===== config.mk =====
export PLATFORM = sky130hd
export DESIGN_NAME = pair_issue_check
export DESIGN_NICKNAME = d
export VERILOG_FILES = /design/src/rtl/pair_issue_check.sv
export SDC_FILE = /design/constraint.sdc
export NUM_CORES = 1
export LEC_CHECK = 0
export ABC_AREA = 1
export BUFFER_PORTS_ARGS = -buffer_cell sky130_fd_sc_hd__buf_4
export CORE_ASPECT_RATIO = 1.75
export CORE_MARGIN = 2
export CORE_UTILIZATION = 43
export DETAILED_ROUTE_END_ITERATION = 7
export PLACE_DENSITY = 0.74
export SETUP_SLACK_MARGIN = 0.5
export SYNTH_ARGS = -nofsm -noshare
export SYNTH_HDL_FRONTEND = slang
export SYNTH_SLANG_ARGS = --single-unit

===== constraint.sdc =====
create_clock -name clk -period 2.3 [get_ports clk]
set_input_delay 0.115 -clock clk [delete_from_list [all_inputs] [get_ports clk]]
set_output_delay 0.115 -clock clk [all_outputs]
set_load 0.02 [all_outputs]

===== src/rtl/pair_issue_check.sv =====
module pair_issue_check #(
  parameter int REG_W = 5
) (
  input  logic             clk,
  input  logic             rst,
  input  logic             a_valid,
  input  logic             a_wen,
  input  logic [1:0]       a_cls,
  input  logic [REG_W-1:0] a_dst,
  input  logic [REG_W-1:0] a_src_a,
  input  logic [REG_W-1:0] a_src_b,
  input  logic             b_valid,
  input  logic             b_wen,
  input  logic [1:0]       b_cls,
  input  logic [REG_W-1:0] b_dst,
  input  logic [REG_W-1:0] b_src_a,
  input  logic [REG_W-1:0] b_src_b,
  output logic             in_ready,
  output logic             u_valid,
  output logic             u_wen,
  output logic [1:0]       u_cls,
  output logic [REG_W-1:0] u_dst,
  output logic [REG_W-1:0] u_src_a,
  output logic [REG_W-1:0] u_src_b,
  output logic             v_valid,
  output logic             v_wen,
  output logic [1:0]       v_cls,
  output logic [REG_W-1:0] v_dst,
  output logic [REG_W-1:0] v_src_a,
  output logic [REG_W-1:0] v_src_b
);
  localparam logic [1:0] CLS_U_ONLY = 2'b01;
  localparam logic [1:0] CLS_BOTH   = 2'b10;
  localparam logic [1:0] CLS_NONE   = 2'b11;

  logic             hold_q;
  logic             h_wen;
  logic [1:0]       h_cls;
  logic [REG_W-1:0] h_dst, h_sa, h_sb;

  logic             f_live, f_wen;
  logic [1:0]       f_cls;
  logic [REG_W-1:0] f_dst, f_sa, f_sb;
  logic             s_live, raw, conflict, split, pair;

  assign in_ready = ~hold_q;

  assign f_live = hold_q | (a_valid & (a_cls != CLS_NONE));
  assign f_wen  = hold_q ? h_wen : a_wen;
  assign f_cls  = hold_q ? h_cls : a_cls;
  assign f_dst  = hold_q ? h_dst : a_dst;
  assign f_sa   = hold_q ? h_sa  : a_src_a;
  assign f_sb   = hold_q ? h_sb  : a_src_b;

  assign s_live = ~hold_q & b_valid & (b_cls != CLS_NONE);

  assign raw      = f_wen & ((f_dst == b_src_a) | (f_dst == b_src_b));
  assign conflict = raw | (b_cls == CLS_U_ONLY) | (b_cls == CLS_BOTH) | (f_cls == CLS_BOTH);
  assign split    = f_live & s_live & conflict;
  assign pair     = f_live & s_live & ~conflict;

  always_ff @(posedge clk) begin
    if (rst) begin
      hold_q  <= 1'b0;
      u_valid <= 1'b0;
      v_valid <= 1'b0;
    end else begin
      hold_q  <= split;
      u_valid <= f_live | s_live;
      v_valid <= pair;
    end
  end

  always_ff @(posedge clk) begin
    if (split) begin
      h_wen <= b_wen;
      h_cls <= b_cls;
      h_dst <= b_dst;
      h_sa  <= b_src_a;
      h_sb  <= b_src_b;
    end
  end

  always_ff @(posedge clk) begin
    if (f_live) begin
      u_wen   <= f_wen;
      u_cls   <= f_cls;
      u_dst   <= f_dst;
      u_src_a <= f_sa;
      u_src_b <= f_sb;
    end else begin
      u_wen   <= b_wen;
      u_cls   <= b_cls;
      u_dst   <= b_dst;
      u_src_a <= b_src_a;
      u_src_b <= b_src_b;
    end
    v_wen   <= b_wen;
    v_cls   <= b_cls;
    v_dst   <= b_dst;
    v_src_a <= b_src_a;
    v_src_b <= b_src_b;
  end
endmodule



; ---- Word-level counts from Yosys, hierarchy flattened
; Index checks and enable logic that the tools add are counted.
[word_totals]
elab_cells = 50
register_bits = 57
in_bits = 40
out_inout_bits = 39
[classes]
n_eq_ne = 7
n_bitwise = 15
mux = 10
[op_table]
columns = op, n
row1 = $mux W5, 6
row2 = $eq A5 B5 Y1, 2
row3 = $and A1 B1 Y1, 7
row4 = $or A1 B1 Y1, 6
row5 = $eq A2 B2 Y1 const B, 2
row6 = $mux W2, 2
row7 = $ne A2 B2 Y1 const B, 2
row8 = $eq A2 B1 Y1 const B, 1
row9 = $mux W1, 2
row10 = $not A1 Y1, 2

; ---- Depth between registers and ports, before layout
; Gate-level depths: netlist of the first run.
[depth]
ltp_word = 9
depth_mapped = 12
ltp_nobuf = 11

; ---- Worst setup path before layout of the first run
; Ideal clock, no wire load.
[synth_timing]
path_type = reg-to-reg
start = register hold_q
end = register h_cls[0] (enable)
path_stages_with_launch = 12
t_arrival_ns = 1.949
setup_ns = 0.399
n_path_buf = 2
period_less_slack_ns = 2.348
path_slack_ns = -0.048
required_ns = 1.901
cell_sequence = dfxtp_1 > buf_6 > inv_4 > buf_12 > nand2_1 > nand3_1 > nand2_1 > nor2_1 > nand3_1 > nand2_1 > nand2_2 > a21oi_1
[synth_via]
elab_chain_cells = 8
word_cells_on_any_way = 17
classes_between = 3 x eq/ne / 3 x mux / 11 x bitwise
[synth_rtl]
columns = element, line
row1 = "start, declared", 36  ; logic hold_q;
row2 = "start signal, assigned", 68  ; hold_q <= split;
row3 = $mux W5, 51  ; assign f_dst = hold_q ? h_dst : a_dst;
row4 = $eq A5 B5 Y1, 57  ; assign raw = f_wen & ((f_dst == b_src_a) | (f_dst == b_src_b));
row5 = $or A1 B1 Y1, 57
row6 = $and A1 B1 Y1, 57
row7 = $or A1 B1 Y1 (3 in a row), 58  ; assign conflict = raw | (b_cls == CLS_U_ONLY) | (b_cls == CLS_BOTH) | (f_cls == CLS_BOTH);
row8 = $and A1 B1 Y1 (*), 59  ; assign split = f_live & s_live & conflict;
row9 = named net split, 44  ; logic s_live, raw, conflict, split, pair;
row10 = "end signal, assigned", 77  ; h_cls <= b_cls;
row11 = "end, declared", 38  ; logic [1:0] h_cls;
; Mark *: on every way through the listed nets, which the timed path passes. The rest lies on a longest branch.
; A chain may end at the register's enable or synchronous reset.

; ---- Worst setup path in the final report of the first run
[layout_timing]
start = register hold_q
end = register h_dst[4] (enable)
[layout_via]
elab_chain_cells = 8
word_cells_on_any_way = 17
classes_between = 3 x eq/ne / 3 x mux / 11 x bitwise
[layout_rtl]
columns = element, line
row1 = $mux W5, 51
row2 = $eq A5 B5 Y1, 57
row3 = $or A1 B1 Y1, 57
row4 = $and A1 B1 Y1, 57
row5 = $or A1 B1 Y1 (3 in a row), 58
row6 = $and A1 B1 Y1 (*), 59
row7 = named net split, 44
row8 = "end signal, assigned", 78  ; h_dst <= b_dst;
row9 = "end, declared", 39  ; logic [REG_W-1:0] h_dst, h_sa, h_sb;
; Marks and branches as above.

==> flow_summary.ini, run 1 <==
[outcome]
status = complete, no violations

[timing]
finalSetupTns_ns = 0
skew_ns = 0.00638
fin_crit_sh = 0.810
fmax_mhz = 537
rsz0062_at_grt = yes
worst_slew_pin_slew_ns = 0.368
maxSlewHeadroom = 0.754
setup_viol = 0
drv_slew = 0
hold_violations = 0
period_needed_ns = 1.86
layout_setup_ws_ns = 0.436

[synthesis]
synthCells = 212
synth-seq-area-share = 0.642
syn_avg_cell_area_um2 = 9.71
syn_area_um2 = 2060
synth_fa_ha_area_frac = 0
ys_warn_count = 0
muxShareOfSynthArea = 0
synth-compound-area-share = 0.0680
synth_top_family_by_area = simple AND/OR/NAND/NOR gates
syn_nets = 252
synth-seq-cells = 57
yosysUniqueCellTypes = 20
synth_xor_area_frac = 0.00851
synth-simple-area-share = 0.217

[power]
p_switching_uw = 607
power.share.clock = 0.349
peakVddDrop_mv = 0.490
power.density_nw_per_um2 = 729
power.leakage_uw = 0.00151
switching_share = 0.258
pwr-share-comb = 0.174
p_seq_frac = 0.478
p_int_uw = 1740
p_total_uw = 2350

[global_routing]
antenna_found_initial = 0
grt_pass1_vias = 1669
grt_start_max_net_pins = 39
grt_use_total = 0.187
grt_overflow = 0
grt_first_pass_wirelength_mm = 7.38

[hold_path]
worstHoldPathType = input pin to flop
holdPathStages = 4
min_to = u_valid
worstHoldStart = rst

[floorplanning]
die_y_um = 95.6
dieArea_um2 = 5380
die_w_um = 56.3
initial_core_util = 0.441
core_um2 = 4670
io_pins = 79
rows = 33

[drt]
avgRoutedWirePerCell_um = 13.5
routed_wl_mm = 5.11
first_pass_iters = 4
via_count = 1810
vias_per_cell = 4.78
drtIter0Drc = 43
postRouteAntennaNets = 0
drc_errors = 0

[worst_setup_path]
cpPeakStageDelay_ns = 0.41
timing.rr.start = hold_q
path_delay_family = simple AND/OR/NAND/NOR gates
slowest_stage = dfxtp_4
start_kind = flop
rr_endpoint = h_dst[4]
worstSetupPathType = flop to flop
reg2reg_depth = 10
crit_arrival_ns = 1.92
crit_chain = buf_8, nand2_4, nand3_2, nand2_1, nor2_1, nand3_1, nand2_1, nand2_2, a21oi_4, clkbuf_16
critPathBufInv = 2
cp-end-kind = flop
path_common_cell = nand2_1
r2r_setup_slack_ns = 0.44
worstPathMaxFanout = 9
crit_required_ns = 2.35

[layout]
fin_nets = 362
diodes = 0
area_growth_pct = 56.6
layout-drive-gt1-share = 0.391
final_util = 0.691

[placed_design]
place_ws_ns = 0.332
gp_congestion = 0.815
dp.final_hpwl_mm = 3.28
io_buffers = 78

[run]
max_cap_violations = 0

[cts]
cts_buffers = 9
root_buffer = clkbuf_8
cts_max_level = 3
cts_tree = done
cts_num_sinks = 57
clock_latency_ns = 0.34
clock_path_buffers = 2
clk_pin_slew_ns = 0.06
-- power groups by stage --
stage               registers, uW  logic (uW)  clock network (uW)
finish                       1120         409                 819
global route                 1130         437                 885
CTS                          1120         384                 832
detailed placement           1140         355                   0
global placement             1140         352                   0
floorplan                    1210         117                   0
-- cell usage in the layout, fill, tap and decap left out --
| cell | instances |
|---|---|
| nand3_1 | 10 |
| a21oi_4 | 2 |
| clkbuf_8 | 11 |
| xnor2_1 | 2 |
| nand3b_1 | 4 |
| clkbuf_16 | 2 |
| a31oi_1 | 16 |
| buf_4 | 85 |
| buf_8 | 2 |
| a21oi_2 | 1 |
| clkbuf_1 | 2 |
| inv_8 | 1 |
| clkinv_2 | 3 |
| nand2_1 | 47 |
| nor2_1 | 25 |
| inv_1 | 14 |
| or2_2 | 1 |
| edfxtp_1 | 18 |
| o21ai_0 | 2 |
| buf_12 | 1 |
| nand2_2 | 11 |
| a21oi_1 | 3 |
| dfxtp_4 | 1 |
| nand3_2 | 3 |
| nand2_4 | 3 |
| dfxtp_1 | 38 |
| nor2_2 | 1 |
| dlygate4sd3_1 | 18 |
-- worst max path at each step --
stage,slack [ns],depth (start not counted),startpoint,to
after floorplan,0.51,11,hold_q,h_cls[0]
after global placement,0.37,10,hold_q,h_sa[4]
after detailed placement,0.33,10,hold_q,h_sb[2]
after CTS,0.51,9,hold_q,h_cls[0]
after global routing,0.33,11,hold_q,h_dst[4]
final,0.44,10,hold_q,h_dst[4]
-- cells in the mapped netlist --
cell type | n | area (um^2)
a21oi_1 | 6 | 30.0
a31oi_1 | 16 | 100
buf_12 | 1 | 20.0
buf_2 | 4 | 20.0
buf_4 | 1 | 7.51
buf_6 | 2 | 22.5
clkbuf_1 | 1 | 3.75
dfxtp_1 | 39 | 781
edfxtp_1 | 18 | 541
inv_1 | 14 | 52.6
inv_4 | 1 | 6.26
nand2_1 | 55 | 206
nand2_2 | 5 | 31.3
nand2_4 | 1 | 11.3
nand3_1 | 13 | 65.1
nand3b_1 | 4 | 30.0
nor2_1 | 26 | 97.6
o21ai_0 | 2 | 10.0
or2_2 | 1 | 6.26
xnor2_1 | 2 | 17.5
-- metrics by stage --
stage / hold WS (ns) / instances / instance area (um^2)
2_1_floorplan: 0.143 / 212 / 2070
3_3_place_gp: 0.238 / 338 / 2700
5_1_grt: 0.0425 / 379 / 3230
4_1_cts: 0.0344 / 372 / 3070
3_5_place_dp: 0.239 / 338 / 2700
6_report: 0.0447 / 379 / 3230
-- what timing repair did --
| action | in CTS | in global routing |
|---|---|---|
| hold buffers | 18 | 0 |
| pin swaps | 0 | 1 |
| setup buffers | 0 | 5 |
| endpoints found under the hold margin | 36 | 0 |
| resized for setup | 6 | 20 |
| cloned | 0 | 2 |
| setup endpoints to repair | 18 | 18 |
-- worst reg2reg max path, stage by stage (launching register included) --
cell	delay, ns
dfxtp_4	0.41
buf_8	0.15
nand2_4	0.07
nand3_2	0.09
nand2_1	0.07
nor2_1	0.12
nand3_1	0.09
nand2_1	0.08
nand2_2	0.07
a21oi_4	0.24
clkbuf_16	0.21
-- layer usage --
metal  GRT usage  wire length, um  part of all wire
met4       0.107              193             0.038
met2       0.328             2820              0.55
met1       0.182             1790              0.35
met5           0                0                 0
met3      0.0787              310             0.061
-- layout make-up --
type	count	area, um^2
Clock buffer	13	159
Clock inverter	3	15.0
Fill cell	356	1440
Inverter	15	63.8
Multi-Input combinational cell	131	679
Sequential cell	57	1330
Tap cell	52	65.1
Timing Repair Buffer	108	918
-- logic make-up (layout without fill, tap and decap cells) --
family          after synthesis  after routing
simple gates                105            105
flops                        57             57
xor+xnor                      2              2
compound gates               24             24
buf+inv                      24            139
-- registers in the layout, indices dropped and copies added, names as in the netlist, 2 cells and up --
| signal | count |
|---|---|
| h_dst | 5 |
| h_sa | 5 |
| h_sb | 5 |
| u_dst | 5 |
| u_src_a | 5 |
| u_src_b | 5 |
| v_dst | 5 |
| v_src_a | 5 |
| v_src_b | 5 |
| h_cls | 2 |
| u_cls | 2 |
| v_cls | 2 |
Power figures use the tool's default switching activity.
==> inputs of run 2 (changes only) <==
--- a/config.mk
+++ b/config.mk
@@ -9,7 +9,7 @@
 export BUFFER_PORTS_ARGS = -buffer_cell sky130_fd_sc_hd__buf_4
 export CORE_ASPECT_RATIO = 1.75
 export CORE_MARGIN = 2
-export CORE_UTILIZATION = 43
+export CORE_UTILIZATION = 45
 export DETAILED_ROUTE_END_ITERATION = 7
 export PLACE_DENSITY = 0.74
 export SETUP_SLACK_MARGIN = 0.5
==> constraint.sdc (replaced) <==
create_clock -name clk -period 1.85 [get_ports clk]
set_input_delay 0.0925 -clock clk [delete_from_list [all_inputs] [get_ports clk]]
set_output_delay 0.0925 -clock clk [all_outputs]
set_load 0.02 [all_outputs]
==> run 2 against run 1 <==
- register-to-register slack got worse by 0.47 ns
- core utilization rose by 13 points
- critical endpoint is now h_dst[0]
- combinational power rose by 56%
- non-clock buffer count rose by 22
- maximum frequency fell by 0.84%
- critical path type unchanged
- clock skew rose by 0.00056 ns
- sequential share of layout area fell by 4.5 points
- the run now ends with negative setup slack left
- global-route usage rose by 3.2 points
- flip-flop and latch count did not move
==> flow_summary.ini, run 2 (synthesized netlist as in run 1, its figures left out) <==
[outcome]
status = finished with violations
violations = negative setup slack

[floorplanning]
die_y_um = 93.5
initial_core_util = 0.468
dieArea_um2 = 5160
io_pins = 79
rows = 32
die_w_um = 55.1
core_um2 = 4400

[worst_setup_path]
crit_arrival_ns = 1.93
cpPeakStageDelay_ns = 0.33
worstSetupPathType = flop to flop
r2r_setup_slack_ns = -0.03
slowest_stage = dfxtp_2
rr_endpoint = h_dst[0]
start_kind = flop
crit_required_ns = 1.90
reg2reg_depth = 12
crit_chain = buf_12, clkinv_8, buf_12, nand2_4, nand3b_1, nand2_1, nor2_2, nand3_1, nand2_1, nand2_2, a21oi_4, buf_6
timing.rr.start = hold_q
cp-end-kind = flop
worstPathMaxFanout = 7

[placed_design]
gp_congestion = 0.811
dp_cells = 344
dp.final_hpwl_mm = 3.48
placed_cell_area_um2 = 2800
io_buffers = 78

[layout]
layout-drive-gt1-share = 0.461
fin_nets = 384
final_cell_area_um2 = 3610
area_growth_pct = 75.3
fillers = 263
mostFrequentLayoutCell = buf_4
layout_common_cells = buf_4 (95), nand2_1 (51), dfxtp_1 (38)
diodes = 0
layout.cells.non_filler = 400

[drt]
postRouteAntennaNets = 0
avgRoutedWirePerCell_um = 16.6
vias_per_cell = 5.20
drtIter0Drc = 82
first_pass_iters = 4
routed_wl_mm = 6.63
via_count = 2079
drc_errors = 0

[cts]
root_buffer = clkbuf_8
clk_pin_slew_ns = 0.07
clock_path_buffers = 2
cts_tree = done
cts_max_level = 3
cts_buffers = 9
clock_latency_ns = 0.34
cts_num_sinks = 57

[global_routing]
antenna_found_initial = 0
grt_use_total = 0.219
grt_pass1_vias = 1755
grt_start_max_net_pins = 39
grt_first_pass_wirelength_mm = 7.82
grt_overflow = 0

[power]
switching_share = 0.258
peakVddDrop_mv = 0.951
p_total_uw = 3240
p_switching_uw = 836
pwr-share-comb = 0.197
power.share.clock = 0.372
power.leakage_uw = 0.00166
p_seq_frac = 0.430
p_int_uw = 2410
power.density_nw_per_um2 = 898

[hold_path]
worstHoldPathType = input pin to flop
min_to = u_cls[1]
holdPathStages = 3
worstHoldStart = b_cls[1]

[timing]
rsz0062_at_grt = yes
setup_viol = 18
maxSlewHeadroom = 0.837
layout_setup_ws_ns = -0.0294
worst_slew_pin_slew_ns = 0.244
drv_slew = 0
period_needed_ns = 1.88
fmax_mhz = 532
fin_hold_ws_ns = 0.0197
fin_crit_sh = 1.02
skew_ns = 0.00694
hold_violations = 0
finalSetupTns_ns = -0.401

[run]
max_cap_violations = 0
[run 2: changes by cell type in the layout (fill, tap and decap cells not counted), sizes merged]
cell | before | now
buf | 88 | 109
clkbuf | 15 | 16
clkinvlp | 0 | 1
inv | 15 | 14
[run 2: repair_timing]
item,CTS,global route
gates cloned,0,4
endpoints found under the setup margin,40,39
hold endpoints to repair,36,0
hold buffers,18,0
gates resized for setup,15,30
buffers inserted,5,13
pin swaps,4,7
[run 2: through the flow]
stage	setup slack [ns]	utilization
2_1_floorplan	0.0673	-
3_3_place_gp	-0.0514	0.635
3_5_place_dp	-0.0713	0.635
4_1_cts	0.00101	0.746
5_1_grt	-0.133	0.820
6_report	-0.0294	0.820
[run 2: worst max path at each step]
stage                     cells after the start  slack [ns]   start        to
after floorplan                              11        0.07  hold_q  h_cls[0]
after global placement                       12       -0.05  hold_q   h_sa[1]
after detailed placement                     12       -0.07  hold_q   h_sa[1]
after CTS                                    12       0.001  hold_q  h_dst[0]
after global routing                         12       -0.13  hold_q  h_cls[0]
final                                        12       -0.03  hold_q  h_dst[0]
[run 2: worst max-delay path: cells and delay by family, from the launching register on]
family	cells	cell delay, ns
AOI/OAI and AO/OA	1	0.18
DFF	1	0.33
and+or+nand+nor	7	0.58
buffers and inverters	4	0.49
[run 2: routing by layer]
layer | global-route usage | routed length, um
met5 | 0 | 0
met4 | 0.104 | 401
met3 | 0.0575 | 440
met2 | 0.386 | 3530
met1 | 0.225 | 2250
[run 2: final cells by class]
| class | instances | area [um^2] | area share |
|---|---|---|---|
| Sequential cell | 57 | 1320 | 0.366 |
| Timing Repair Buffer | 130 | 1160 | 0.323 |
| Multi-Input combinational cell | 131 | 772 | 0.214 |
| Clock buffer | 13 | 201 | 0.0558 |
| Inverter | 15 | 68.8 | 0.0191 |
| Tap cell | 51 | 63.8 | 0.0177 |
| Clock inverter | 3 | 17.5 | 0.00485 |
[run 2: power groups by stage]
stage / Clock, uW / Sequential [uW] / Combinational [uW]
global placement: 0 / 1420 / 457
global route: 1280 / 1400 / 679
floorplan: 0 / 1500 / 149
CTS: 1220 / 1400 / 516
finish: 1210 / 1400 / 640
detailed placement: 0 / 1420 / 464
==> inputs of run 3 (changes only) <==
--- a/config.mk
+++ b/config.mk
@@ -5,13 +5,12 @@
 export SDC_FILE = /design/constraint.sdc
 export NUM_CORES = 1
 export LEC_CHECK = 0
-export ABC_AREA = 1
 export BUFFER_PORTS_ARGS = -buffer_cell sky130_fd_sc_hd__buf_4
 export CORE_ASPECT_RATIO = 1.75
 export CORE_MARGIN = 2
 export CORE_UTILIZATION = 45
 export DETAILED_ROUTE_END_ITERATION = 7
-export PLACE_DENSITY = 0.74
+export PLACE_DENSITY = 0.75
 export SETUP_SLACK_MARGIN = 0.5
 export SYNTH_ARGS = -nofsm -noshare
 export SYNTH_HDL_FRONTEND = slang
==> run 3 against run 2 <==
- the run still ends with negative setup slack left
- area after synthesis shrank 2.7%
- clock skew shrank 0.0017 ns
- sequential share of layout area grew 5.0 points
- setup slack gained 0.014 ns
- worst hold slack gained 0.00099 ns
- clock power is essentially flat
- die area shrank 2.6%
- count of clock-buffer cells in the layout grew 3
- wire length shrank 31%
- register-to-register slack is essentially flat
- largest power group unchanged
- highest routed layer unchanged
==> flow_summary.ini, run 3 <==
[outcome]
status = finished with violations
violations = negative setup slack

[worst_setup_path]
reg2reg_depth = 6
crit_arrival_ns = 1.91
worstPathMaxFanout = 18
endpoint = h_wen
cp-end-kind = flop
start_kind = flop
crit_required_ns = 1.89
setup.worst_path.start = hold_q
r2r_setup_slack_ns = -0.02
rr_endpoint = h_wen
worstSetupPathType = flop to flop
timing.rr.start = hold_q

[power]
peakVddDrop_mv = 0.788
power.leakage_uw = 0.00135
power.density_nw_per_um2 = 962

[timing]
fmax_mhz = 536
skew_ns = 0.00525
hold_violations = 0
layout_setup_ws_ns = -0.0158
fin_crit_sh = 1.01
drv_slew = 0
rsz0062_at_grt = yes
worst_slew_pin_slew_ns = 0.331
period_needed_ns = 1.87
setup_viol = 18
maxSlewHeadroom = 0.779

[global_routing]
grt_pass1_vias = 1638
grt_start_max_net_pins = 20
grt_overflow = 0
grt_use_total = 0.212
antenna_found_initial = 0
grt_first_pass_wirelength_mm = 7.38

[synthesis]
yosys-top-cells-area = dfxtp_1 (39%), edfxtp_1 (27%), mux2i_1 (9.5%)
synth_top_area_share = 0.390
synth-simple-area-share = 0.0781
muxShareOfSynthArea = 0.116
syn_avg_cell_area_um2 = 12.6
synth-seq-cells = 57
synth_xor_area_frac = 0.0481
syn_area_um2 = 2000
synthCells = 159
yosysUniqueCellTypes = 28
synth_top_family_by_area = multiplexers
synthArstFlopShare = 0
synth_ff_type = dfxtp_1
synth-compound-area-share = 0.0768
synth-seq-area-share = 0.660
synth_fa_ha_area_frac = 0
yosysMostFrequentCell = dfxtp_1
synth-edff-count = 18
ys_warn_count = 0
yosys.area.top_type = dfxtp_1
syn_nets = 199
synth_common_cells = dfxtp_1 (39), nand2_1 (23), mux2i_1 (19), edfxtp_1 (18), o21ai_0 (10)

[floorplanning]
core_um2 = 4320
io_pins = 79
rows = 32
die_w_um = 54.4
dieArea_um2 = 5020
initial_core_util = 0.463
die_y_um = 92.3

[hold_path]
worstHoldPathType = input pin to flop

[cts]
clock_latency_ns = 0.33
cts_buffers = 9
root_buffer = clkbuf_8
cts_max_level = 3
clock_path_buffers = 2
cts_tree = done
cts_num_sinks = 57
clk_pin_slew_ns = 0.06

[drt]
first_pass_iters = 4
avgRoutedWirePerCell_um = 13.9
vias_per_cell = 4.81
postRouteAntennaNets = 0
drc_errors = 0
routed_wl_mm = 4.58
via_count = 1583
drtIter0Drc = 17

[layout]
fin_nets = 313
layout.cells.non_filler = 329
mostFrequentLayoutCell = buf_4
layout-drive-gt1-share = 0.414
layout_common_cells = buf_4 (90), dfxtp_1 (38), nand2_1 (23)
final_cell_area_um2 = 3180
area_growth_pct = 58.8
diodes = 0

[placed_design]
gp_congestion = 0.766
placed_cell_area_um2 = 2750
dp.final_hpwl_mm = 3.08
dp_cells = 292
place_ws_ns = -0.132
io_buffers = 78

[run]
max_cap_violations = 0
-- run 3: worst min-delay path by stage --
stage	slack (ns)	start	depth (start not counted)	end
2_1_floorplan	0.12	b_cls[0]	0	v_cls[0]
3_3_place_gp	0.21	b_wen	1	v_wen
3_5_place_dp	0.22	b_dst[0]	1	v_dst[0]
4_1_cts	0.01	b_valid	3	u_valid
5_1_grt	0.04	a_src_b[4]	3	u_src_b[4]
6_report	0.02	b_valid	3	u_valid
-- run 3: kinds of logic after synthesis --
| kind of cell | after synthesis |
|---|---|
| xor gates and xnor gates | 11 |
| muxes | 22 |
| and+or+nand+nor | 34 |
| DFF | 57 |
| AOI/OAI and AO/OA | 27 |
| buffers and inverters | 8 |
-- run 3: layout make-up --
cell class / count / area, um^2
multi-input cells: 94 / 682
fillers: 308 / 1140
flip-flops and latches: 57 / 1330
inverters: 1 / 3.75
well taps: 51 / 63.8
clock buffers: 16 / 221
repair buffers: 110 / 886
-- run 3: per-stage QoR --
step / hold WS [ns] / util / power, uW / TNS (ns)
6_report: 0.0207 / 0.736 / 3060 / -0.260
5_1_grt: 0.0372 / 0.736 / 3190 / -1.39
4_1_cts: 0.0135 / 0.734 / 3090 / -0.298
3_5_place_dp: 0.215 / 0.635 / 1850 / -2.37
3_3_place_gp: 0.214 / 0.635 / 1840 / -1.68
2_1_floorplan: 0.120 / - / 1630 / -2.61
-- run 3: timing repair --
| item | in CTS | in global routing |
|---|---|---|
| pin swaps | 3 | 1 |
| endpoints found under the hold margin | 38 | 0 |
| resized for setup | 1 | 1 |
| setup endpoints to repair | 21 | 21 |
| hold buffers | 19 | 0 |
| buffers inserted | 2 | 0 |
-- run 3: worst max-delay path, cell delays in order, from the launching register on --
cell and delay (ns):
dfxtp_4 0.42, mux2i_4 0.27, xnor2_2 0.08, nor4_2 0.26
nand2_1 0.14, a31oi_4 0.21, buf_12 0.18
-- run 3: power breakdown --
group          internal (uW)  switching, uW
clock network            752            451
logic                    239            226
registers               1370           24.3
-- run 3: routing by layer --
layer	track usage	wire, um	share of wire	up-vias
met2	0.360	2560	0.56	50
met3	0.0635	246	0.054	13
li1	-	-	-	791
met4	0.125	126	0.027	0
met1	0.215	1650	0.36	729
met5	0	0	0	-
